$ cat config.mk
export PLATFORM = sky130hd
export DESIGN_NAME = page_addr_extender
export DESIGN_NICKNAME = d
export VERILOG_FILES = /design/src/rtl/pgx_pkg.sv /design/src/rtl/pgx_page_reg.sv /design/src/rtl/pgx_map.sv /design/src/rtl/page_addr_extender.sv
export SDC_FILE = /design/constraint.sdc
export NUM_CORES = 1
export LEC_CHECK = 0
export BUFFER_PORTS_ARGS = -buffer_cell sky130_fd_sc_hd__buf_4
export CORE_UTILIZATION = 37
export CTS_BUF_LIST = sky130_fd_sc_hd__clkbuf_16
export DETAILED_ROUTE_END_ITERATION = 10
export PLACE_DENSITY = 0.75
export SYNTH_ARGS = -nofsm -noshare
export SYNTH_HDL_FRONTEND = slang
export SYNTH_SLANG_ARGS = --single-unit
export TNS_END_PERCENT = 20
$ cat constraint.sdc
create_clock -name clk -period 1.2 [get_ports clk]
set_clock_uncertainty 0.05 [all_clocks]
set_input_delay 0.24 -clock clk [delete_from_list [all_inputs] [get_ports clk]]
set_output_delay 0.24 -clock clk [all_outputs]
set_load 0.05 [all_outputs]
$ cat src/rtl/pgx_pkg.sv
package pgx_pkg;

    parameter int EA_W    = 16;
    parameter int XA_W    = 24;
    parameter int RPG_W   = 10;
    parameter int WPG_W   = 9;
    parameter int CFG_W   = 16;

    localparam int LOW_W  = EA_W - 1;
    localparam int PG_LOW = XA_W - LOW_W;

    localparam logic [RPG_W-1:0] RPG_RST = RPG_W'(1);
    localparam logic [WPG_W-1:0] WPG_RST = WPG_W'(1);

    typedef enum logic [1:0] {
        MAP_PLAIN = 2'd0,
        MAP_EXT   = 2'd1,
        MAP_VIS   = 2'd2
    } map_kind_t;

    typedef enum logic {
        SEL_RPAGE = 1'b0,
        SEL_WPAGE = 1'b1
    } page_sel_t;

    typedef struct packed {
        logic [XA_W-1:0] addr;
        map_kind_t       kind;
        logic            fault;
    } map_res_t;

    function automatic logic [XA_W-1:0] widen_ea(input logic [EA_W-1:0] ea);
        return XA_W'(ea);
    endfunction

    function automatic logic [XA_W-1:0] join_page(input logic [PG_LOW-1:0] pg,
                                                  input logic [LOW_W-1:0]  low);
        return {pg, low};
    endfunction

endpackage

$ cat src/rtl/pgx_page_reg.sv
module pgx_page_reg
    import pgx_pkg::*;
#(
    parameter int              W       = 10,
    parameter logic [W-1:0]    RST_VAL = W'(1)
) (
    input  logic             clk,
    input  logic             rst,
    input  logic             we,
    input  logic [CFG_W-1:0] wdata,
    output logic [W-1:0]     q
);

    always_ff @(posedge clk) begin
        if (rst) begin
            q <= RST_VAL;
        end else if (we) begin
            q <= wdata[W-1:0];
        end
    end

endmodule

$ cat src/rtl/pgx_map.sv
module pgx_map
    import pgx_pkg::*;
(
    input  logic             is_write,
    input  logic [EA_W-1:0]  ea,
    input  logic [RPG_W-1:0] rpg,
    input  logic [WPG_W-1:0] wpg,
    output map_res_t         res
);

    logic             paged;
    logic [LOW_W-1:0] low;
    logic             vis_sel;
    logic             rpg_zero;

    assign paged    = ea[EA_W-1];
    assign low      = ea[LOW_W-1:0];
    assign vis_sel  = rpg[RPG_W-1];
    assign rpg_zero = (rpg == '0);

    always_comb begin
        res.addr  = widen_ea(ea);
        res.kind  = MAP_PLAIN;
        res.fault = 1'b0;
        if (paged) begin
            if (is_write) begin
                res.addr = join_page(wpg[PG_LOW-1:0], low);
                res.kind = MAP_EXT;
            end else if (vis_sel) begin
                res.addr = XA_W'(low);
                res.kind = MAP_VIS;
            end else begin
                res.addr  = join_page(rpg[PG_LOW-1:0], low);
                res.kind  = MAP_EXT;
                res.fault = rpg_zero;
            end
        end
    end

endmodule

$ cat src/rtl/page_addr_extender.sv
module page_addr_extender
    import pgx_pkg::*;
(
    input  logic             clk,
    input  logic             rst,
    input  logic             cfg_wr,
    input  logic             cfg_sel,
    input  logic [CFG_W-1:0] cfg_wdata,
    output logic [CFG_W-1:0] cfg_rdata,
    input  logic             acc_valid,
    input  logic             acc_write,
    input  logic [EA_W-1:0]  acc_addr,
    output logic [XA_W-1:0]  ext_addr,
    output logic             ext_flag,
    output logic             vis_flag,
    output logic             trap
);

    logic [RPG_W-1:0] rd_page;
    logic [WPG_W-1:0] wr_page;
    logic             rd_we;
    logic             wr_we;
    map_res_t         mres;

    assign rd_we = cfg_wr && (page_sel_t'(cfg_sel) == SEL_RPAGE);
    assign wr_we = cfg_wr && (page_sel_t'(cfg_sel) == SEL_WPAGE);

    pgx_page_reg #(.W(RPG_W), .RST_VAL(RPG_RST)) u_rpage (
        .clk   (clk),
        .rst   (rst),
        .we    (rd_we),
        .wdata (cfg_wdata),
        .q     (rd_page)
    );

    pgx_page_reg #(.W(WPG_W), .RST_VAL(WPG_RST)) u_wpage (
        .clk   (clk),
        .rst   (rst),
        .we    (wr_we),
        .wdata (cfg_wdata),
        .q     (wr_page)
    );

    always_comb begin
        if (page_sel_t'(cfg_sel) == SEL_RPAGE) begin
            cfg_rdata = CFG_W'(rd_page);
        end else begin
            cfg_rdata = CFG_W'(wr_page);
        end
    end

    pgx_map u_map (
        .is_write (acc_write),
        .ea       (acc_addr),
        .rpg      (rd_page),
        .wpg      (wr_page),
        .res      (mres)
    );

    assign ext_addr = mres.addr;
    assign ext_flag = acc_valid && (mres.kind == MAP_EXT);
    assign vis_flag = acc_valid && (mres.kind == MAP_VIS);
    assign trap     = acc_valid && mres.fault;

endmodule

# [After elaboration in Yosys (flattened, before gate mapping)]
# Cells that the tools add are included.
# W data, S select, Z words.
[totals] rom_bits=0 elab_cells=17 ramBits=0 ff_bits=19 latch_bits=0 output_inout_bits=43 n_memories=0 input_bits=38
[classes] mul=0 bitwise=1 add_sub_neg=0 shifts=0 n_lt_le_gt_ge=0 n_mux=6 reduce_logical=6 div_mod_pow=0 n_eq_ne=2
[op_table] operator="$mux W26" count=2
[op_table] operator="$mux W27" count=1
[op_table] operator="$logic_not A10 Y1" count=1
[op_table] operator="$mux W10" count=1
[op_table] operator="$logic_and A1 B1 Y1" count=5
[op_table] operator="$eq A2 B1 Y1 const B" count=1
[op_table] operator="$eq A2 B2 Y1 const B" count=1
[op_table] operator="$mux W1" count=2
[op_table] operator="$not A1 Y1" count=1

# [Longest topological paths before layout]
# Gate-level depths: netlist (run 1).
[depth] ltp_word=6 mapped_depth=4 ltp_nobuf=3

# [Cells and area by module]
# Synthesis (run 1) repeated with hierarchy kept, for this count alone.
[unflattened] hier_cells=136 area_unflattened_um2=1263.7
[by_module_without_submodules] mod="pgx_page_reg at u_rpage" seq_area_each_um2=200.2 instances=1 cells_per_inst=32 area_per_inst_um2=355.3
[by_module_without_submodules] mod="pgx_map" seq_area_each_um2=0.0 instances=1 cells_per_inst=52 area_per_inst_um2=347.8
[by_module_without_submodules] mod="pgx_page_reg at u_wpage" seq_area_each_um2=180.2 instances=1 cells_per_inst=29 area_per_inst_um2=324.1
[by_module_without_submodules] mod="page_addr_extender" seq_area_each_um2=0.0 instances=1 cells_per_inst=23 area_per_inst_um2=236.5

# [Worst setup path before layout (run 1)]
# Ideal clock, no wire load.
[synth_timing] path_kind="register to output" startpoint="reg u_rpage.q[9]" endpoint="out vis_flag" path_stages_with_launch=3 setup_slack_ns=-0.902 path_buffers=1 arrival_ns=1.812 required_ns=0.910 cell_sequence="dfxtp_1 clkbuf_1 nor3b_1"
[synth_between] elab_chain_cells=5
[synth_lines] item="start, declared" line="pgx_page_reg.sv:11" rtl="output logic [W-1:0] q"
[synth_lines] item="start signal, assigned" line="pgx_page_reg.sv:18" rtl="q <= wdata[W-1:0];"
[synth_lines] item="$mux W26" line="pgx_map.sv:29" rtl="end else if (vis_sel) begin"
[synth_lines] item="$mux W26" line="pgx_map.sv:26" rtl="if (is_write) begin"
[synth_lines] item="$mux W27" line="pgx_map.sv:25" rtl="if (paged) begin"
[synth_lines] item="$eq A2 B2 Y1" line="page_addr_extender.sv:62" rtl="assign vis_flag = acc_valid && (mres.kind == MAP_VIS);"
[synth_lines] item="$logic_and A1 B1 Y1" line="page_addr_extender.sv:62"
[synth_lines] item="end, declared" line="page_addr_extender.sv:15" rtl="output logic vis_flag,"
# Every way passes these cells.

# [Final worst setup path (run 1)]
[layout_timing] startpoint="reg u_rpage.q[4]" endpoint="out trap"
[layout_between] elab_chain_cells=5
[layout_lines] item="$logic_not A10 Y1" line="pgx_map.sv:19" rtl="assign rpg_zero = (rpg == '0);"
[layout_lines] item="$mux W1" line="pgx_map.sv:29"
[layout_lines] item="$mux W1" line="pgx_map.sv:26"
[layout_lines] item="$mux W27" line="pgx_map.sv:25"
[layout_lines] item="$logic_and A1 B1 Y1" line="page_addr_extender.sv:63" rtl="assign trap = acc_valid && mres.fault;"
[layout_lines] item="end, declared" line="page_addr_extender.sv:16" rtl="output logic trap"
# Every way passes these cells.

==> summary.md, run 1 <==
| Metric | Value |
|---|---|
| Layout Utilization | 0.581 |
| Core Area | 3030 µm² |
| Gr ovfl total | 0 |
| First-pass GRT wire length | 4.74 mm |
| Htree depth | 1 |
| Sw Pwr | 0.000571 W |
| Post-Syn Instances | 157 |
| DRT antenna net count | 0 |
| Crit Path Category | flip-flop to output port |
| Post-synthesis mux area share | 0.0863 |
| Hold Violations, Final | 0 |
| CTS Hold Bufs | 0 |
| Die Wd | 58.4 µm |
| Highest Signal Layer | met4 |
| Avg Cell Area, Syn | 7.48 µm² |
| Synthesis-to-finish area growth | 49.6% |
| Worst EP required | 910 ps |
| Yosys warns | 0 |
| Worst path bufs/invs | 1 |
| Max rail drop VDD | 1010 µV |
| CTS clk-pin slew, worst paths | 50 ps |
| Stages on the worst setup path | 3 |
| Simple-Gate Fraction of Synth Area | 0.301 |
| Status | finished with violations |
| Initial antenna violation count | 0 |
| FMAX | 590 MHz |
| Cells along the critical path | or4_4, nor3_4, buf_6 |
| CP endpoint kind | output port |
| PwrDens | 1070 nW/µm² |
| Via count | 1,102 |
| Clock sinks | 19 |
| Final Non-Filler Cells | 234 |
| Synth Area in XOR/XNOR | 0 |
| Met3 WL | 168 µm |
| Asr flop ratio synth | 0 |
| Fin. max-slew vios | 0 |
| Deepest clock path buffer count | 2 |
| Commonest non-fill, non-tap cell in the layout | nand2_1 |
| Sequential power share | 0.365 |
| Hold Crit Class | primary input to flip-flop |
| Worst R2R Path Depth | 3 |
| CP peak stage delay | 540 ps |
| Yosys cell types | 19 |
| Met1 Routed Length | 1.27 mm |
| Sw Share | 0.303 |
| Router iterations before antenna repair | 4 |
| GRT Util Overall | 0.180 |
| Clk Tree Root Cell | clkbuf_16 |
| Hold path depth | 3 |
| Die Span Y | 58.4 µm |
| I/O Buffers | 38 |
| Detailed Route Iter0 Violations | 21 |
| Combinational family with the most area after synthesis | simple AND/OR/NAND/NOR gates |
| Critical path arrival | 1410 ps |
| Num CTS Buffers | 3 |
| Max_cap viols | 0 |
| IO Count | 81 |
| Die Footprint | 3400 µm² |
| DR WL/cell | 12.8 µm |
| Register area share after synthesis | 0.324 |
| Vias per std cell | 4.71 |
| Unrepaired setup endpoints after global routing | true |
| Logic pwr share | 0.274 |
| Post-synth EDFFs | 0 |
| WL final | 2.98 mm |
| Internal | 0.00131 W |
| Synth Area in Adders | 0 |
| Final period utilization | 1.41 |
| ANT cells | 0 |
| Period minus WS final | 1700 ps |
| Largest net degree at the start of global routing | 21 |
| Netlist Area Pre-Place | 1170 µm² |
| Clock power frac | 0.361 |
| DRC viols | 0 |
| Leak | 0.747 nW |
| Critical Path Source Type | flip-flop |
| Failing checks | setup timing |
| Routability Congestion | 0.749 |
| Most frequent cells in the layout | nand2_1 (41), buf_4 (30), buf_6 (24), a21oi_1 (23), dfxtp_1 (13) |
| Layout cell share with drive strength beyond 1 | 0.521 |
| Setup ws final | -496 ps |
| WL met2 | 1.54 mm |
| CP delay by family, top | simple AND/OR/NAND/NOR gates |
| Seq cells post-synth | 19 |
| Vias in the first global route | 1,063 |
| Power, Total | 0.00188 W |
| Placed cells | 230 |
| Post-synthesis compound-gate area fraction | 0.115 |
| Post-CTS setup buffer count | 0 |
| Nets | 229 |
| Slowest-stage cell, CP | or4_4 |
| Final setup fails | 22 |
| DP Wirelength | 2.02 mm |
| Latest clock arrival within the worst-skew pair | 250 ps |
| Main synth FF type | dfxtp_1 |
| Max FO, Critical Path | 2 |
| Initial Util | 0.388 |
| CTS tree | done |
| Std-Cell Rows | 20 |
routing by layer:
layer | track usage | vias up
met4 | 0.0374 | 0
met1 | 0.224 | 503
met5 | 0 | -
met2 | 0.327 | 38
li1 | - | 559
met3 | 0.0308 | 2
synthesized netlist by cell type, drive strengths merged, types with 2 or more instances:
| cell | number | area share |
|---|---|---|
| nand2 | 41 | 0.13 |
| nor3 | 2 | 0.013 |
| dfxtp | 19 | 0.32 |
| nor3b | 10 | 0.064 |
| mux2 | 9 | 0.086 |
| buf | 26 | 0.15 |
| a21oi | 27 | 0.12 |
| nor2b | 11 | 0.059 |
| clkbuf | 4 | 0.013 |
| nand3b | 2 | 0.013 |
worst register-to-register path, stage by stage, from the launching register on:
cell	delay [ps]
dfxtp_2	360
buf_6	150
nand2_1	60
a21oi_1	160
power groups by stage:
stage / Combinational, W / Clock [W] / Sequential, W
4_1_cts: 0.000509 / 0.000690 / 0.000683
2_1_floorplan: 0.000460 / 0 / 0.000694
3_3_place_gp: 0.000465 / 0 / 0.000694
5_1_grt: 0.000549 / 0.000708 / 0.000692
6_report: 0.000517 / 0.000680 / 0.000688
3_5_place_dp: 0.000469 / 0 / 0.000695
through the flow:
step           hold WS [ps]  worst slack (ps)  TNS [ps]  instance area, µm²
3_3_place_gp            406              -240     -1930                1510
5_1_grt                 187              -521     -6570                1760
4_1_cts                 158              -504     -5680                1730
2_1_floorplan           311              -352     -3650                1240
6_report                156              -496     -5740                1760
3_5_place_dp            414              -256     -2110                1510
final cells by class:
| type | count | area (µm²) |
|---|---|---|
| sequential | 19 | 388 |
| multi-input combinational | 112 | 737 |
| clock inverter | 1 | 3.75 |
| tap | 44 | 55.1 |
| inverter | 1 | 3.75 |
| timing repair buffer | 54 | 495 |
| fill | 298 | 1270 |
| clock buffer | 3 | 75.1 |
sequential cells by signal, summed over array words and instances (netlist names):
signal     flops
u_rpage.q     10
u_wpage.q      9
worst paths after layout:
check / startpoint / to / slack (ps)
max: u_rpage.q[4] / trap / -500
min: cfg_wdata[0] / u_wpage.q[0] / 160
max reg2reg: u_rpage.q[9] / u_rpage.q[9] / 360
min reg2reg: u_wpage.q[5] / u_wpage.q[5] / 420
cell families (layout without fill, tap and decap cells):
logic type      Yosys count  count (layout)
mux                       9               9
compound gates           27              27
buf+inv                  31              59
other cells               1               6
flops                    19              19
simple gates             70              70
timing repair:
item,4_1_cts,5_1_grt
pin swaps,8,1
resized for setup,36,8
setup endpoints to repair,22,22
No activity file was read; power rests on OpenSTA's default activity.
==> inputs of run 2 (changes only) <==
--- a/config.mk
+++ b/config.mk
@@ -7,2 +7,3 @@
 export LEC_CHECK = 0
+export ABC_AREA = 1
 export BUFFER_PORTS_ARGS = -buffer_cell sky130_fd_sc_hd__buf_4
@@ -11,3 +12,3 @@
 export DETAILED_ROUTE_END_ITERATION = 10
-export PLACE_DENSITY = 0.75
+export PLACE_DENSITY = 0.74
 export SYNTH_ARGS = -nofsm -noshare
==> constraint.sdc (replaced) <==
create_clock -name clk -period 1.2 [get_ports clk]
set_clock_uncertainty 0.05 [all_clocks]
set_input_delay 0.06 -clock clk [delete_from_list [all_inputs] [get_ports clk]]
set_output_delay 0.06 -clock clk [all_outputs]
set_load 0.05 [all_outputs]
==> summary.md, run 2 <==
| Metric | Value |
|---|---|
| WL final | 3.09 mm (+3.6%) |
| DRC viols | 0 (unchanged) |
| Hold path startpoint | cfg_wdata[2] |
| Status | finished with violations |
| DR WL/cell | 11.7 µm (-7.9%) |
| Worst path bufs/invs | 2 (+1) |
| Failing checks | setup timing |
| Clock sinks | 19 (unchanged) |
| Non-Filler Cell Area, Final | 1710 µm² (-2.9%) |
| Main synth FF type | dfxtp_1 |
| Vias in the first global route | 1,058 (-0.47%) |
| Die Span Y | 59.5 µm (+1.9%) |
| RR Endpoint | u_rpage.q[9] |
| Sequential power share | 0.353 (-0.012) |
| Leak | 0.787 nW (+5.3%) |
| Largest Register | u_rpage.q |
| Clk Tree Root Cell | clkbuf_16 |
| Final setup fails | 13 (-41%) |
| Setup_tns | -656 ps (+5090 ps) |
| Core Area | 3100 µm² (+2.5%) |
| Setup ws final | -113 ps (+384 ps) |
| I/O Buffers | 38 (unchanged) |
| DRT antenna net count | 0 (unchanged) |
| IO Count | 81 (unchanged) |
| Layout cell share with drive strength beyond 1 | 0.365 (-0.156) |
| Reg area | 384 µm² (-0.97%) |
| Std-Cell Rows | 20 (unchanged) |
| Placed cells | 249 (+8.3%) |
| Latest clock arrival within the worst-skew pair | 250 ps (about the same) |
| CTS tree | done |
| Placed instance area | 1420 µm² (-5.7%) |
| Power, Total | 0.00201 W (+6.5%) |
| Sw Share | 0.340 (+0.0367) |
| Largest net degree at the start of global routing | 20 (-4.8%) |
| Final Non-Filler Cells | 263 (+12%) |
| Initial Util | 0.394 (+0.00593) |
| Post-synth EDFFs | 0 (unchanged) |
| Critical path arrival | 1200 ps (-210 ps) |
| Most frequent cells in the layout | nor2_1 (37), nand2_1 (33), buf_4 (32), o21ai_2 (18), dfxtp_1 (18) |
| Worst R2R Path Depth | 3 (unchanged) |
| Yosys cell types | 18 (-1) |
| Nets | 258 (+13%) |
| Area of the multi-input gates | 651 µm² (-12%) |
| Final period utilization | 1.09 (-0.320) |
| Internal | 0.00133 W (+0.91%) |
| Routability Congestion | 0.783 (+4.5%) |
| Register area share after synthesis | 0.311 (-0.0126) |
| Via count | 1,210 (+9.8%) |
| Gr ovfl total | 0 (unchanged) |
| Asr flop ratio synth | 0 (unchanged) |
| Max_cap viols | 0 (unchanged) |
| Count leader, synth | nor2_1 |
| Hold Violations, Final | 0 (unchanged) |
| Commonest cells in the netlist | nor2_1 (40), nand2_1 (34), buf_4 (22), o21ai_0 (22), dfxtp_1 (19) |
| Die Wd | 59.5 µm (+1.9%) |
| Vias per std cell | 4.60 (-2.3%) |
| Post-synth top area cell | dfxtp_1 |
| Deepest clock path buffer count | 2 (unchanged) |
| DP Wirelength | 2.08 mm (+3.0%) |
| Router iterations before antenna repair | 4 (unchanged) |
| Filler Cells Inserted | 320 (+7.4%) |
| Crit-path most repeated cell | nor2_4 |
| Post-Syn Instances | 184 (+17%) |
| CP peak stage delay | 360 ps (-180 ps) |
| Max reg flops | 10 (unchanged) |
| Hold Crit Class | primary input to flip-flop |
| Yosys warns | 0 (unchanged) |
| R2R Path Start | u_rpage.q[9] |
| Worst EP required | 1090 ps (+180 ps) |
| Commonest non-fill, non-tap cell in the layout | nor2_1 |
| Die Footprint | 3540 µm² (+3.9%) |
| CTS clk-pin slew, worst paths | 50 ps (about the same) |
| Unrepaired setup endpoints after global routing | true |
| Htree depth | 1 (unchanged) |
| Synth area leaders | dfxtp_1 (31%), buf_4 (14%), nor2_1 (12%), nand2_1 (10%), o21ai_0 (9.0%) |
| Worst Hold End | u_rpage.q[2] |
| CP endpoint kind | output port |
| Logic pwr share | 0.303 (+0.029) |
| Final hold slack | 17.5 ps (-138 ps) |
| PwrDens | 1180 nW/µm² (+9.7%) |
| Initial antenna violation count | 0 (unchanged) |
| Max rail drop VDD | 600 µV (-40%) |
| Hold path depth | 3 (unchanged) |
| FMAX | 762 MHz (+29%) |
| Avg Cell Area, Syn | 6.64 µm² (-11%) |
| ANT cells | 0 (unchanged) |
| Critical Path Source Type | flip-flop |
| Crit Path Category | flip-flop to output port |
| Seq cells post-synth | 19 (unchanged) |
| Slowest-stage cell, CP | dfxtp_4 |
| Period minus WS final | 1310 ps (-384 ps) |
| GRT Util Overall | 0.192 (+0.0113) |
| Netlist Area Pre-Place | 1220 µm² (+4.0%) |
| Stages on the worst setup path | 5 (+2) |
| Max FO, Critical Path | 3 (+1) |
| Num CTS Buffers | 3 (unchanged) |
| Fin. max-slew vios | 0 (unchanged) |
| Cells along the critical path | buf_6, nor2_4, nand3_2, nor2_4, buf_8 |
| Synthesis-to-finish area growth | 39.6% |
| R2R setup slack | 400 ps (+40 ps) |
| Clock power frac | 0.344 (-0.017) |
| First-pass GRT wire length | 4.89 mm (+3.1%) |
| Sw Pwr | 0.000682 W (+19%) |
| Biggest regs | u_rpage.q: 10 flops, u_wpage.q: 9 flops |
| Detailed Route Iter0 Violations | 49 (+130%) |
| CP delay by family, top | flip-flops |
| Post-synth top area share | 0.311 (-0.0126) |
[run 2: cell types whose count changed in the layout (fill, tap and decap cells not counted), moves of 9 or more]
cell           previous run  this run
a21oi_1                  23         1
mux2_2                    9         0
nor2b_2                   9         0
dlygate4sd3_1             0         9
o21ai_2                   0        18
nor2_1                    0        37
o21ai_0                   0         9
nand3_1                   0        11
buf_6                    24        11
[run 2: worst reg2reg max path: cells and delay by family, from the launching register on]
family | cells | cell delay, ps
AND/OR/NAND/NOR | 2 | 150
buffers and inverters | 1 | 130
flip-flops | 1 | 360
[run 2: final cells by class]
| class | instances | area share |
|---|---|---|
| multi-input cells | 128 | 0.381 |
| repair inverters | 1 | 0.00440 |
| well taps | 44 | 0.0323 |
| repair buffers | 53 | 0.275 |
| clock inverters | 1 | 0.00220 |
| clock buffers | 3 | 0.0440 |
| inverters | 14 | 0.0359 |
| flip-flops and latches | 19 | 0.225 |
[run 2: stage by stage]
step	worst slack, ps	util
CTS	-111	0.535
finish	-113	0.550
global route	-160	0.550
detailed placement	53.1	0.458
global placement	40.6	0.458
floorplan	-370	-
[run 2: power by group through the flow]
| stage | clock [W] | sequential (W) | combinational [W] |
|---|---|---|---|
| 6_report | 0.000690 | 0.000709 | 0.000608 |
| 4_1_cts | 0.000698 | 0.000707 | 0.000593 |
| 5_1_grt | 0.000717 | 0.000715 | 0.000652 |
| 2_1_floorplan | 0 | 0.000712 | 0.000541 |
| 3_5_place_dp | 0 | 0.000718 | 0.000547 |
| 3_3_place_gp | 0 | 0.000716 | 0.000542 |
[run 2: what timing repair did]
action                                  4_1_cts  5_1_grt
cloned                                        1        0
endpoints found under the setup margin       13       16
resized for setup                            20       14
endpoints found under the hold margin        10        0
pin swaps                                     5        2
setup buffers                                 0        0
hold buffers                                  9        0
[run 2: cell families after synthesis]
group,after synthesis,share of synthesized area
AOI/OAI and AO/OA,33,0.163
buffers and inverters,42,0.224
DFF,19,0.311
other,1,0.00307
and+or+nand+nor,89,0.299
[run 2: metal layers]
metal	global-route usage	wire [µm]	vias to the layer above
met4	0.0850	64	0
met2	0.321	1540	39
met3	0.0393	137	5
met1	0.235	1350	542
li1	-	-	624
met5	0	0	-
[run 2: worst max path at each step]
stage	startpoint	to	slack (ps)
global placement	u_rpage.q[9]	ext_addr[21]	40
floorplan	u_rpage.q[5]	cfg_rdata[5]	-370
CTS	u_rpage.q[9]	trap	-110
global route	u_rpage.q[1]	trap	-160
finish	u_rpage.q[9]	trap	-110
detailed placement	u_rpage.q[9]	ext_addr[17]	50
